[src/rtl/irqc_pkg.sv]
package irqc_pkg;

    localparam int REG_AW = 3;
    localparam int REG_N  = 1 << REG_AW;

    // Word indices of the register bank
    typedef enum logic [REG_AW-1:0] {
        REG_L0_STAT   = 3'd0,
        REG_L0_MASK   = 3'd1,
        REG_L1_STAT   = 3'd2,
        REG_L1_MASK   = 3'd3,
        REG_MAP_STAT  = 3'd4,
        REG_MAP_MASK0 = 3'd5,
        REG_MAP_MASK1 = 3'd6,
        REG_TMR_CLR   = 3'd7
    } irqc_reg_e;

    // Slots inside the mask bank
    localparam int MSK_L0   = 0;
    localparam int MSK_L1   = 1;
    localparam int MSK_MAP0 = 2;
    localparam int MSK_MAP1 = 3;
    localparam int MSK_N    = 4;

endpackage

[src/rtl/irqc_edge_latch.sv]
// Bank of edge-captured, write-one-to-clear pending bits.
// A new edge in the same cycle as a clear leaves the bit set.
module irqc_edge_latch #(
    parameter int W = 8
) (
    input  logic         clk,
    input  logic         rst_n,
    input  logic [W-1:0] req,
    input  logic [W-1:0] clr,
    output logic [W-1:0] stat
);

    logic [W-1:0] req_q;
    logic [W-1:0] stat_q;

    for (genvar i = 0; i < W; i++) begin : g_bit
        always_ff @(posedge clk or negedge rst_n) begin
            if (!rst_n) begin
                req_q[i]  <= 1'b0;
                stat_q[i] <= 1'b0;
            end else begin
                req_q[i]  <= req[i];
                stat_q[i] <= (stat_q[i] & ~clr[i]) | (req[i] & ~req_q[i]);
            end
        end
    end

    assign stat = stat_q;

endmodule

[src/rtl/irqc_mask_bank.sv]
// Set of independently written mask registers.
module irqc_mask_bank #(
    parameter int W = 8,
    parameter int N = 4
) (
    input  logic                clk,
    input  logic                rst_n,
    input  logic [N-1:0]        wr_en,
    input  logic [W-1:0]        wdata,
    output logic [N-1:0][W-1:0] masks
);

    for (genvar k = 0; k < N; k++) begin : g_mask
        always_ff @(posedge clk or negedge rst_n) begin
            if (!rst_n) begin
                masks[k] <= '0;
            end else if (wr_en[k]) begin
                masks[k] <= wdata;
            end
        end
    end

endmodule

[src/rtl/irq_cascade_ctrl.sv]
module irq_cascade_ctrl
    import irqc_pkg::*;
#(
    parameter int GRP_W     = 8,
    parameter int TMR_N     = 2,
    parameter int DATA_W    = 32,
    parameter int CASC0_POS = 7,
    parameter int CASC1_POS = 3,
    parameter int LIVE_POS  = 0
) (
    input  logic              clk,
    input  logic              rst_n,
    input  logic [REG_AW-1:0] bus_addr,
    input  logic              bus_wr,
    input  logic              bus_rd,
    input  logic [DATA_W-1:0] bus_wdata,
    output logic [DATA_W-1:0] bus_rdata,
    input  logic [GRP_W-1:0]  loc0_req,
    input  logic [GRP_W-1:0]  loc1_req,
    input  logic [GRP_W-1:0]  map_req,
    input  logic [TMR_N-1:0]  tmr_tick,
    output logic [1:0]        cpu_irq
);

    localparam logic [GRP_W-1:0] ONE_BIT  = {{(GRP_W-1){1'b0}}, 1'b1};
    localparam logic [GRP_W-1:0] C0_BIT   = ONE_BIT << CASC0_POS;
    localparam logic [GRP_W-1:0] C1_BIT   = ONE_BIT << CASC1_POS;
    localparam logic [GRP_W-1:0] LV_BIT   = ONE_BIT << LIVE_POS;
    localparam logic [GRP_W-1:0] L0_HELD  = ~(C0_BIT | LV_BIT);
    localparam logic [GRP_W-1:0] L1_HELD  = ~C1_BIT;

    // ---------------- write decode ----------------
    logic [REG_N-1:0]  wr_sel;
    logic [GRP_W-1:0]  wd_lo;
    logic              unused_wdata_hi;

    assign wr_sel          = bus_wr ? (REG_N'(1) << bus_addr) : '0;
    assign wd_lo           = bus_wdata[GRP_W-1:0];
    assign unused_wdata_hi = ^bus_wdata[DATA_W-1:GRP_W];

    logic [GRP_W-1:0] l0_clr, l1_clr, map_clr;
    logic [TMR_N-1:0] tmr_clr;

    assign l0_clr  = wr_sel[REG_L0_STAT]  ? (wd_lo & L0_HELD) : '0;
    assign l1_clr  = wr_sel[REG_L1_STAT]  ? (wd_lo & L1_HELD) : '0;
    assign map_clr = wr_sel[REG_MAP_STAT] ? wd_lo : '0;
    assign tmr_clr = wr_sel[REG_TMR_CLR]  ? bus_wdata[TMR_N-1:0] : '0;

    // ---------------- mask registers ----------------
    logic [MSK_N-1:0]            mask_we;
    logic [MSK_N-1:0][GRP_W-1:0] masks;
    logic [GRP_W-1:0]            l0_mask, l1_mask, mmask0, mmask1;

    assign mask_we[MSK_L0]   = wr_sel[REG_L0_MASK];
    assign mask_we[MSK_L1]   = wr_sel[REG_L1_MASK];
    assign mask_we[MSK_MAP0] = wr_sel[REG_MAP_MASK0];
    assign mask_we[MSK_MAP1] = wr_sel[REG_MAP_MASK1];

    irqc_mask_bank #(
        .W (GRP_W),
        .N (MSK_N)
    ) u_masks (
        .clk   (clk),
        .rst_n (rst_n),
        .wr_en (mask_we),
        .wdata (wd_lo),
        .masks (masks)
    );

    assign l0_mask = masks[MSK_L0];
    assign l1_mask = masks[MSK_L1];
    assign mmask0  = masks[MSK_MAP0];
    assign mmask1  = masks[MSK_MAP1];

    // ---------------- pending latches ----------------
    logic [GRP_W-1:0] l0_held, l1_held, map_stat;
    logic [TMR_N-1:0] tmr_pend;

    irqc_edge_latch #(.W(GRP_W)) u_l0_lat (
        .clk (clk), .rst_n (rst_n),
        .req (loc0_req & L0_HELD), .clr (l0_clr), .stat (l0_held)
    );

    irqc_edge_latch #(.W(GRP_W)) u_l1_lat (
        .clk (clk), .rst_n (rst_n),
        .req (loc1_req & L1_HELD), .clr (l1_clr), .stat (l1_held)
    );

    irqc_edge_latch #(.W(GRP_W)) u_map_lat (
        .clk (clk), .rst_n (rst_n),
        .req (map_req), .clr (map_clr), .stat (map_stat)
    );

    irqc_edge_latch #(.W(TMR_N)) u_tmr_lat (
        .clk (clk), .rst_n (rst_n),
        .req (tmr_tick), .clr (tmr_clr), .stat (tmr_pend)
    );

    // ---------------- cascade and group status ----------------
    logic             casc0, casc1;
    logic [GRP_W-1:0] l0_stat, l1_stat;

    assign casc0   = |(map_stat & mmask0);
    assign casc1   = |(map_stat & mmask1);
    assign l0_stat = (l0_held & L0_HELD) | (loc0_req & LV_BIT) | (casc0 ? C0_BIT : '0);
    assign l1_stat = (l1_held & L1_HELD) | (casc1 ? C1_BIT : '0);

    assign cpu_irq[0] = |(l0_stat & l0_mask);
    assign cpu_irq[1] = |(l1_stat & l1_mask);

    // ---------------- read path ----------------
    logic [DATA_W-1:0] rd_word;

    always_comb begin
        rd_word = '0;
        unique case (irqc_reg_e'(bus_addr))
            REG_L0_STAT:   rd_word[GRP_W-1:0] = l0_stat;
            REG_L0_MASK:   rd_word[GRP_W-1:0] = l0_mask;
            REG_L1_STAT:   rd_word[GRP_W-1:0] = l1_stat;
            REG_L1_MASK:   rd_word[GRP_W-1:0] = l1_mask;
            REG_MAP_STAT:  rd_word[GRP_W-1:0] = map_stat;
            REG_MAP_MASK0: rd_word[GRP_W-1:0] = mmask0;
            REG_MAP_MASK1: rd_word[GRP_W-1:0] = mmask1;
            REG_TMR_CLR:   rd_word[TMR_N-1:0] = tmr_pend;
            default:       rd_word = '0;
        endcase
    end

    assign bus_rdata = bus_rd ? rd_word : '0;

endmodule

[config.mk]
export PLATFORM = sky130hd
export DESIGN_NAME = irq_cascade_ctrl
export DESIGN_NICKNAME = d
export VERILOG_FILES = /design/src/rtl/irqc_pkg.sv /design/src/rtl/irqc_edge_latch.sv /design/src/rtl/irqc_mask_bank.sv /design/src/rtl/irq_cascade_ctrl.sv
export SDC_FILE = /design/constraint.sdc
export NUM_CORES = 1
export LEC_CHECK = 0
export BUFFER_PORTS_ARGS = -buffer_cell sky130_fd_sc_hd__buf_2
export CORE_MARGIN = 2
export CORE_UTILIZATION = 25
export DETAILED_ROUTE_END_ITERATION = 12
export PLACE_DENSITY_LB_ADDON = 0.12
export SETUP_SLACK_MARGIN = 0.3
export SYNTH_ARGS = -nofsm -noshare
export SYNTH_HDL_FRONTEND = slang
export SYNTH_SLANG_ARGS = --single-unit
[constraint.sdc]
create_clock -name clk -period 1.5 [get_ports clk]
set_clock_uncertainty 0.05 [all_clocks]
set_input_delay 0 -clock clk [delete_from_list [all_inputs] [get_ports clk]]
set_output_delay 0 -clock clk [all_outputs]
set_load 0.1 [all_outputs]
==> metrics, run 1 <==
gr ovfl total 0; Power Total 0.006413 W; DR iter-0 viols 167; Post-synth EDFFs 0; Max Freq 0.5652 GHz; final wirelength 11240 um; power density over cell area 1180 mW/mm2; row count 44; worst hold slack 0.02976 ns; Area after DPL 0.004652 mm2; commonest non-fill, non-tap cell in the layout dfrtp_1; setup slack after layout -0.2692 ns; Final min period 1.769 ns; CTS max path bufs 2; fillers 1451; vias in the first global route 2978; #FFs+latches synth 78; critical path fanouts, max 4; status complete, but fails checks; met2 GRT Util 22.67%; Worst-path clk slew 0.06 ns; Final Cell Area 0.005435 mm2; Routed WL per cell 17.55 um; fin nets 516; GRT met1 Usage 21.16%; Critical Path End Type output port; Ys Warns 0; Slew Viols, Final 0; Worst Hold Class input pin to asynchronous set/reset pin; antenna violations before repair 0; I/O pins 99; DR vias/cell 4.483; Syn Inst Count 314; root buffer cell clkbuf_16; die extent in x 125.6 um; largest net degree at the start of global routing 33; global routing usage on met3 4.206%; diodes inserted 0; final setup violation count 10; # DRC 0; Initial Util 25.54%; fraction of layout cells with a size suffix above 1 43.20%; Crit Path Category flop to output port; Worst-Skew Late Latency 0.34 ns; post-route ant nets 0; top_reg_cell synth dfrtp_1; required time of the critical path 1.45 ns; CP peak stage delay 0.44 ns; CP most frequent cell nand4_1; total core area 0.01448 mm2; DR vias 2869; CTS sink cnt 78; Area Overhead vs Synth 47.01%; worst slack, placed -0.1240 ns; Inserted Clock Buffers 9; register area share after synthesis 52.79%; GRT Total Usage 14.99%; synth unique cells 42; Fin Setup TNS -2.016 ns; ys async rst share 100.0%; Post-Syn Area 0.003697 mm2; failing checks setup timing; most frequent cells in the layout dfrtp_1, buf_4, buf_2; area leader, netlist dfrtp_1; P_leak 2.502 nW; GPL Wtd Cong 0.8050; final hold vios 0; RSZ-0062 raised after global routing true; maxcap violations 0; syn_area_per_cell 11.77 um2; DIE HEIGHT 125.6 um; placed wire-length estimate 8351 um; fin crit share 117.9%; H-tree levels 3; Port Buffer Count 48; Peak supply drop 0.5736 mV; Slowest cell on crit path dfrtp_2; Synth area leaders dfrtp_1, mux2_2, buf_4; CTS tree done; CP startpoint kind flop; top-area cell type share of the netlist area 52.79%; First-pass DRT Iterations 4; Crit path arrival time 1.72 ns; first-pass GRT wire length 17700 um; Die Area 0.01578 mm2; global routing's busiest layer met2; cell chain of the critical path a22oi_2, nand4_1, nand2_1, nand4_1, buf_6
critical path: cells and delay by family (launching register included):
family | cells | cell delay, ns
AO/OA/AOI/OAI | 1 | 0.18
buffers and inverters | 1 | 0.26
flip-flops | 1 | 0.44
AND/OR/NAND/NOR | 3 | 0.49
per-layer routing:
| layer | vias up | routed length [um] |
|---|---|---|
| met2 | 72 | 5070 |
| met4 | 0 | 171 |
| met1 | 1426 | 5610 |
| met3 | 14 | 382 |
| li1 | 1357 | - |
| met5 | - | 0 |
where the power goes:
group          internal [W]  total, W  switching (W)
combinational      0.000797   0.00176       0.000964
sequential          0.00237   0.00260       0.000234
clock               0.00117   0.00205       0.000884
total               0.00433   0.00641        0.00208
what timing repair did:
action | in CTS | in global routing
hold buffers | 32 | 0
endpoints found under the setup margin | 10 | 10
hold endpoints to repair | 155 | 0
gates resized for setup | 29 | 2
setup buffers | 4 | 2
pin swaps | 7 | 4
per-stage QoR:
stage               cells  utilization (%)
floorplan             337                -
CTS                   638            37.35
global route          640            37.54
global placement      586            32.13
finish                640            37.54
detailed placement    586            32.13
registers in the layout (all words and copies together), names as in the netlist:
register         cells
u_map_lat.stat       8
u_l1_lat.req_q       7
u_map_lat.req_q      8
u_l1_lat.stat        7
u_tmr_lat.req_q      2
u_tmr_lat.stat       2
u_masks.masks       32
u_l0_lat.req_q       6
u_l0_lat.stat        6
kinds of logic (layout without fill, tap and decap cells):
logic type,count (synthesis),after routing,synth area share [%]
AOI/OAI and AO/OA,68,68,14.28
buffers and inverters,62,181,9.780
DFF,78,78,52.79
muxes,44,44,14.59
other,1,24,0.1014
and+or+nand+nor,61,61,8.460
path summary, 6_finish.rpt:
check | startpoint | endpoint | slack, ns | depth (start not counted)
min reg2reg | u_tmr_lat.req_q[1] | u_tmr_lat.stat[1] | 0.37 | 1
max | u_map_lat.stat[6] | cpu_irq[1] | -0.27 | 5
max reg2reg | u_masks.masks[2] | u_masks.masks[2] | 0.43 | 3
min in group clk | bus_wr | u_masks.masks[13] | 0.12 | 4
max in group asynchronous | rst_n | u_map_lat.stat[6] | 0.84 | 3
min | rst_n | u_map_lat.req_q[1] | 0.03 | 2
cells in the mapped netlist, types with 6 or more instances:
cell type and count:
nand4_1 6, buf_4 26, dfrtp_1 78, mux2_2 27, buf_2 6, a22o_1 21
inv_1 25, nand2_1 30, mux2_4 8, a21oi_1 6, a22oi_1 17, mux2i_1 7
a221oi_1 8
cell type report:
type                            count  area (um2)  area share (%)
Clock buffer                       11       242.7           4.466
Clock inverter                      5       35.03          0.6446
Inverter                           26       97.59           1.796
Multi-Input combinational cell    197        1670           30.73
Sequential cell                    78        1956           35.98
Tap cell                          184       230.2           4.236
Timing Repair Buffer              139        1204           22.15
Note: power is estimated with default switching activity, not from simulation.
==> run 2: changes to the inputs <==
==> constraint.sdc (replaced) <==
create_clock -name clk -period 2.2 [get_ports clk]
set_clock_uncertainty 0.05 [all_clocks]
set_input_delay 0 -clock clk [delete_from_list [all_inputs] [get_ports clk]]
set_output_delay 0 -clock clk [all_outputs]
set_load 0.1 [all_outputs]
==> run 2 against run 1 <==
Net effect:
- the flow now finishes without violations
- global-route usage decreased by 0.94 points
- critical path depth decreased by 1
- clock-buffer cell count increased by 4
- sequential power decreased by 32%
- critical endpoint is now bus_rdata[0]
- sequential cell count unchanged
- combinational power decreased by 47%
- critical path type unchanged
==> metrics, run 2 (synthesized netlist as in run 1, its figures left out) <==
Post-Route M1 WL 5308 um (-5.4%); root buffer cell clkbuf_16; largest net degree at the start of global routing 45 (+36%); Port Buffer Count 48 (unchanged); GPL Wtd Cong 0.8341 (+3.6%); Reg-to-Reg End u_masks.masks[8]; antenna violations before repair 0 (unchanged); Flop pwr share 42.8% (+2.2 points); I/O pins 99 (unchanged); CP startpoint kind flop; flip-flop and latch area 0.001952 mm2 (-0.19%); Critical Path End Type output port; fraction of layout cells with a size suffix above 1 31.76% (-11 points); DR vias 2695 (-6.1%); Worst Hold Class input pin to asynchronous set/reset pin; diodes inserted 0 (unchanged); uppermost layer routed met4; Gate power share 22.6% (-4.9 points); H-tree levels 3 (unchanged); Die Area 0.01578 mm2 (unchanged); Area Overhead vs Synth 29.95%; Power Total 0.004160 W (-35%); fillers 1476 (+1.7%); Max Freq 0.5424 GHz; Inserted Clock Buffers 9 (unchanged); P_leak 2.191 nW (-12%); CTS sink cnt 78 (unchanged); cell chain of the critical path mux4_2, a21oi_1, nor2_2, clkbuf_4; vias in the first global route 2705 (-9.2%); Crit Path Category flop to output port; CTS max path bufs 2 (unchanged); fin crit share 83.80%; gr ovfl total 0 (unchanged); Most flops, register u_masks.masks; final hold vios 0 (unchanged); fin nets 464 (-10%); CTS tree done; Slew headroom 59.61%; total core area 0.01448 mm2 (unchanged); worst setup path end bus_rdata[0]; Routed WL per cell 18.04 um (+2.8%); worst slew pin tran 0.6058 ns; Pint 0.002864 W (-34%); switch share 31.16% (-1.3 points); Worst-Skew Late Latency 0.34 ns (about the same); r2r setup slk 1.33 ns (+0.90 ns); Fin Setup TNS 0 ns (+2.016 ns); placed wire-length estimate 7436 um (-11%); multi-input logic area 0.001539 mm2 (-7.9%); r2r startpoint u_masks.masks[8]; First-pass DRT Iterations 4 (unchanged); critical path fanouts, max 3 (-1); post-route ant nets 0 (unchanged); Initial Util 25.54% (unchanged); # DRC 0 (unchanged); CP peak stage delay 0.46 ns (+0.02 ns); Slew Viols, Final 0 (unchanged); Crit path arrival time 1.79 ns (+0.07 ns); Finished Layout Cells 587 (-8.3%); Critical path origin u_masks.masks[8]; FF-to-FF path depth 1 (-2); met2 wire length 4753 um (-6.3%); RSZ-0062 raised after global routing false; commonest non-fill, non-tap cell in the layout dfrtp_1; CP top delay family multiplexers; first-pass GRT wire length 16540 um (-6.5%); critical path depth in cells 4 (-1); status finished, final reports clean; setup slack after layout 0.3564 ns (+0.6257 ns); DIE HEIGHT 125.6 um (unchanged); die extent in x 125.6 um (unchanged); WL met3 336 um (-12%); required time of the critical path 2.15 ns (+0.70 ns); worst slack, placed 0.4596 ns (+0.5836 ns); Largest register FFs 32 (unchanged); GRT Total Usage 14.05% (-0.94 points); Worst-path clk slew 0.06 ns (about the same); Peak supply drop 0.3074 mV (-46%); power density over cell area 865.8 mW/mm2 (-27%); final setup violation count 0 (-10); row count 44 (unchanged); Slowest cell on crit path mux4_2; DR iter-0 viols 100 (-40%); maxcap violations 0 (unchanged); buffers plus inverters on the worst setup path 1 (unchanged); most frequent cells in the layout dfrtp_1, buf_2, dlygate4sd3_1; switching power 0.001296 W (-38%); power share of the clock group 34.6% (+2.6 points); Inst Count DP 540 (-7.8%); Final min period 1.844 ns; final wirelength 10590 um (-5.7%); DR vias/cell 4.591 (+2.4%)
[run 2: cell type report]
cell class | instances | share of cell area, %
inverter | 26 | 2.031
sequential | 78 | 40.62
multi-input combinational | 197 | 32.03
timing repair buffer | 87 | 14.53
clock buffer | 15 | 5.990
tap | 184 | 4.792
[run 2: repair_timing]
action,in CTS,in global routing
gates resized for setup,4,17
setup endpoints to repair,2,9
buffers inserted,0,0
pin swaps,0,2
hold buffers,32,0
endpoints found under the hold margin,117,0
[run 2: power groups by stage]
stage / clock network (W) / logic, W / registers, W
after floorplan: 0 / 0.000704 / 0.00173
after global placement: 0 / 0.000868 / 0.00179
after detailed placement: 0 / 0.000878 / 0.00179
after CTS: 0.00150 / 0.000927 / 0.00177
after global routing: 0.00155 / 0.00101 / 0.00180
final: 0.00144 / 0.000940 / 0.00178
[run 2: through the flow]
stage	utilization (%)	cell area, um2	hold slack (ns)
finish	33.18	4805	0.1561
global route	33.18	4805	0.2252
floorplan	-	3807	-0.3456
detailed placement	28.48	4124	0.007059
global placement	28.48	4124	0.001990
CTS	32.78	4746	0.1759
[run 2: worst min-delay path by stage]
stage                     start                  to  slack, ns  depth (start not counted)
final                     rst_n  u_map_lat.req_q[7]       0.16                          2
after global routing      rst_n   u_map_lat.stat[0]       0.23                          2
after CTS                 rst_n  u_map_lat.req_q[7]       0.18                          2
after detailed placement  rst_n  u_map_lat.req_q[7]      0.007                          1
after global placement    rst_n  u_map_lat.req_q[7]      0.002                          1
after floorplan           rst_n   u_l0_lat.req_q[1]      -0.35                          0
[run 2: routing by layer]
| layer | track usage (%) | vias up |
|---|---|---|
| met5 | 0 | - |
| met4 | 5.686 | 0 |
| met3 | 2.931 | 12 |
| met2 | 20.35 | 61 |
| met1 | 20.44 | 1368 |
| li1 | - | 1254 |
==> run 3: changes to the inputs <==
==> constraint.sdc (replaced) <==
create_clock -name clk -period 1.8 [get_ports clk]
set_clock_uncertainty 0.05 [all_clocks]
set_input_delay 0 -clock clk [delete_from_list [all_inputs] [get_ports clk]]
set_output_delay 0 -clock clk [all_outputs]
set_load 0.1 [all_outputs]
==> run 3 against run 2 <==
Net effect:
- the run now ends with setup timing left
- die area is the same
- clock-buffer cell count down 1
- hold slack worse by 0.059 ns
- wire length up 1.4%
- worst setup slack worse by 0.38 ns
==> metrics, run 3 (synthesized netlist as in run 1, its figures left out) <==
status complete, but fails checks; failing checks setup timing; commonest non-fill, non-tap cell in the layout dfrtp_1; first-pass GRT wire length 16950 um (+2.5%); critical path fanouts, max 3 (unchanged); maxcap violations 0 (unchanged); antenna violations before repair 0 (unchanged); Die Area 0.01578 mm2 (unchanged); First-pass DRT Iterations 4 (unchanged); Flop pwr share 42.2% (-0.6 points); final setup violation count 1 (+1); DR vias/cell 4.568 (-0.50%); Worst-path clk slew 0.06 ns (about the same); fillers 1470 (-0.41%); Worst Hold Class input pin to asynchronous set/reset pin; CTS max path bufs 2 (unchanged); Final min period 1.821 ns; row count 44 (unchanged); setup slack after layout -0.02119 ns (-0.3776 ns); flip-flop and latch area 0.001959 mm2 (+0.38%); required time of the critical path 1.75 ns (-0.40 ns); Initial Util 25.54% (unchanged); CTS sink cnt 78 (unchanged); H-tree levels 3 (unchanged); Inserted Clock Buffers 9 (unchanged); P_leak 2.301 nW (+5.0%); CP most frequent cell nand4_1; Critical Path End Type output port; fin nets 477 (+2.8%); fraction of layout cells with a size suffix above 1 38.46% (+6.7 points); Largest register FFs 32 (unchanged); die extent in x 125.6 um (unchanged); Most flops, register u_masks.masks; final hold vios 0 (unchanged); CTS tree done; RSZ-0062 raised after global routing true; switch share 31.70% (+0.54 points); Crit path arrival time 1.77 ns (-0.02 ns); Crit Path Category flop to output port; multi-input logic area 0.001668 mm2 (+8.4%); diodes inserted 0 (unchanged); Worst-Skew Late Latency 0.34 ns (about the same); post-route ant nets 0 (unchanged); Slew headroom 59.99% (+0.37 points); root buffer cell clkbuf_16; CP peak stage delay 0.43 ns (-0.03 ns); total core area 0.01448 mm2 (unchanged); power share of the clock group 32.5% (-2.1 points); final wirelength 10740 um (+1.4%); # DRC 0 (unchanged); DR vias 2741 (+1.7%); largest net degree at the start of global routing 49 (+8.9%); CP top delay family simple AND/OR/NAND/NOR gates; I/O pins 99 (unchanged); most frequent cells in the layout dfrtp_1, buf_2, dlygate4sd3_1; power density over cell area 1012 mW/mm2 (+17%); Slew Viols, Final 0 (unchanged); Pint 0.003527 W (+23%); switching power 0.001637 W (+26%); placed wire-length estimate 7545 um (+1.5%); CP startpoint kind flop; GRT Total Usage 14.40% (+0.35 points); GPL Wtd Cong 0.8300 (-0.49%); fin crit share 101.2%; Peak supply drop 0.4234 mV (+38%); Area Overhead vs Synth 38.04%; worst slew pin tran 0.5956 ns (-0.01017 ns); gr ovfl total 0 (unchanged); DIE HEIGHT 125.6 um (unchanged); worst hold slack 0.09692 ns (-0.05914 ns); Routed WL per cell 17.90 um (-0.78%); cell chain of the critical path a22oi_2, nand4_1, nand2_1, nand4_1, buf_6; Slowest cell on crit path dfrtp_2; Gate power share 25.3% (+2.7 points); DR iter-0 viols 110 (+10%); Port Buffer Count 48 (unchanged); Max Freq 0.5491 GHz; buffers plus inverters on the worst setup path 1 (unchanged); final core utilization 35.25% (+2.1 points); vias in the first global route 2778 (+2.7%)
## run 3: per-stage QoR
step	setup slack, ns	instance area (um2)	std cells	power, W	setup TNS (ns)
5_1_grt	-0.1000	5104	600	0.005419	-0.2183
2_1_floorplan	0.1018	3847	337	0.002994	0
4_1_cts	0.002857	5011	597	0.005190	0
3_3_place_gp	0.1829	4264	545	0.003319	0
6_report	-0.02119	5104	600	0.005163	-0.02119
3_5_place_dp	0.1704	4264	545	0.003332	0
## run 3: worst paths after layout
kind                            cells after the start                from  slack [ns]           endpoint
max in group asynchronous                           3               rst_n        0.97  u_map_lat.stat[5]
worst max-delay path                                5   u_map_lat.stat[5]       -0.02         cpu_irq[1]
worst min register to register                      1  u_tmr_lat.req_q[1]        0.37  u_tmr_lat.stat[1]
worst max register to register                      3   u_map_lat.stat[5]        0.77  u_map_lat.stat[5]
worst min-delay path                                2               rst_n         0.1   u_masks.masks[8]
min in group clk                                    4         bus_addr[1]        0.11  u_tmr_lat.stat[0]
## run 3: metal layers
metal  vias to the layer above  wire length, um  part of all wire, %  track usage [%]
met5                         -                0                    0                0
met4                         0              190                  1.8            5.882
met3                        11              405                  3.8            2.931
li1                       1281                -                    -                -
met1                      1383             5183                   48            20.22
met2                        66             4962                   46            21.75
## run 3: final cells by class
type / instances / share of cell area, %
Clock buffer: 14 / 5.173
Clock inverter: 1 / 0.09806
Inverter: 26 / 1.912
Multi-Input combinational cell: 197 / 32.68
Sequential cell: 78 / 38.39
Tap cell: 184 / 4.511
Timing Repair Buffer: 100 / 17.23
## run 3: power by group through the flow
stage	sequential [W]	clock (W)	combinational [W]
6_report	0.00218	0.00168	0.00130
5_1_grt	0.00221	0.00181	0.00139
4_1_cts	0.00217	0.00174	0.00128
3_5_place_dp	0.00219	0	0.00114
3_3_place_gp	0.00219	0	0.00113
2_1_floorplan	0.00211	0	0.000881
## run 3: timing repair
action | in CTS | in global routing
cloned | 0 | 0
pin swaps | 14 | 5
gates resized for setup | 28 | 18
setup endpoints to repair | 10 | 10
endpoints found under the hold margin | 152 | 0
hold buffers | 32 | 0
setup buffers | 5 | 3
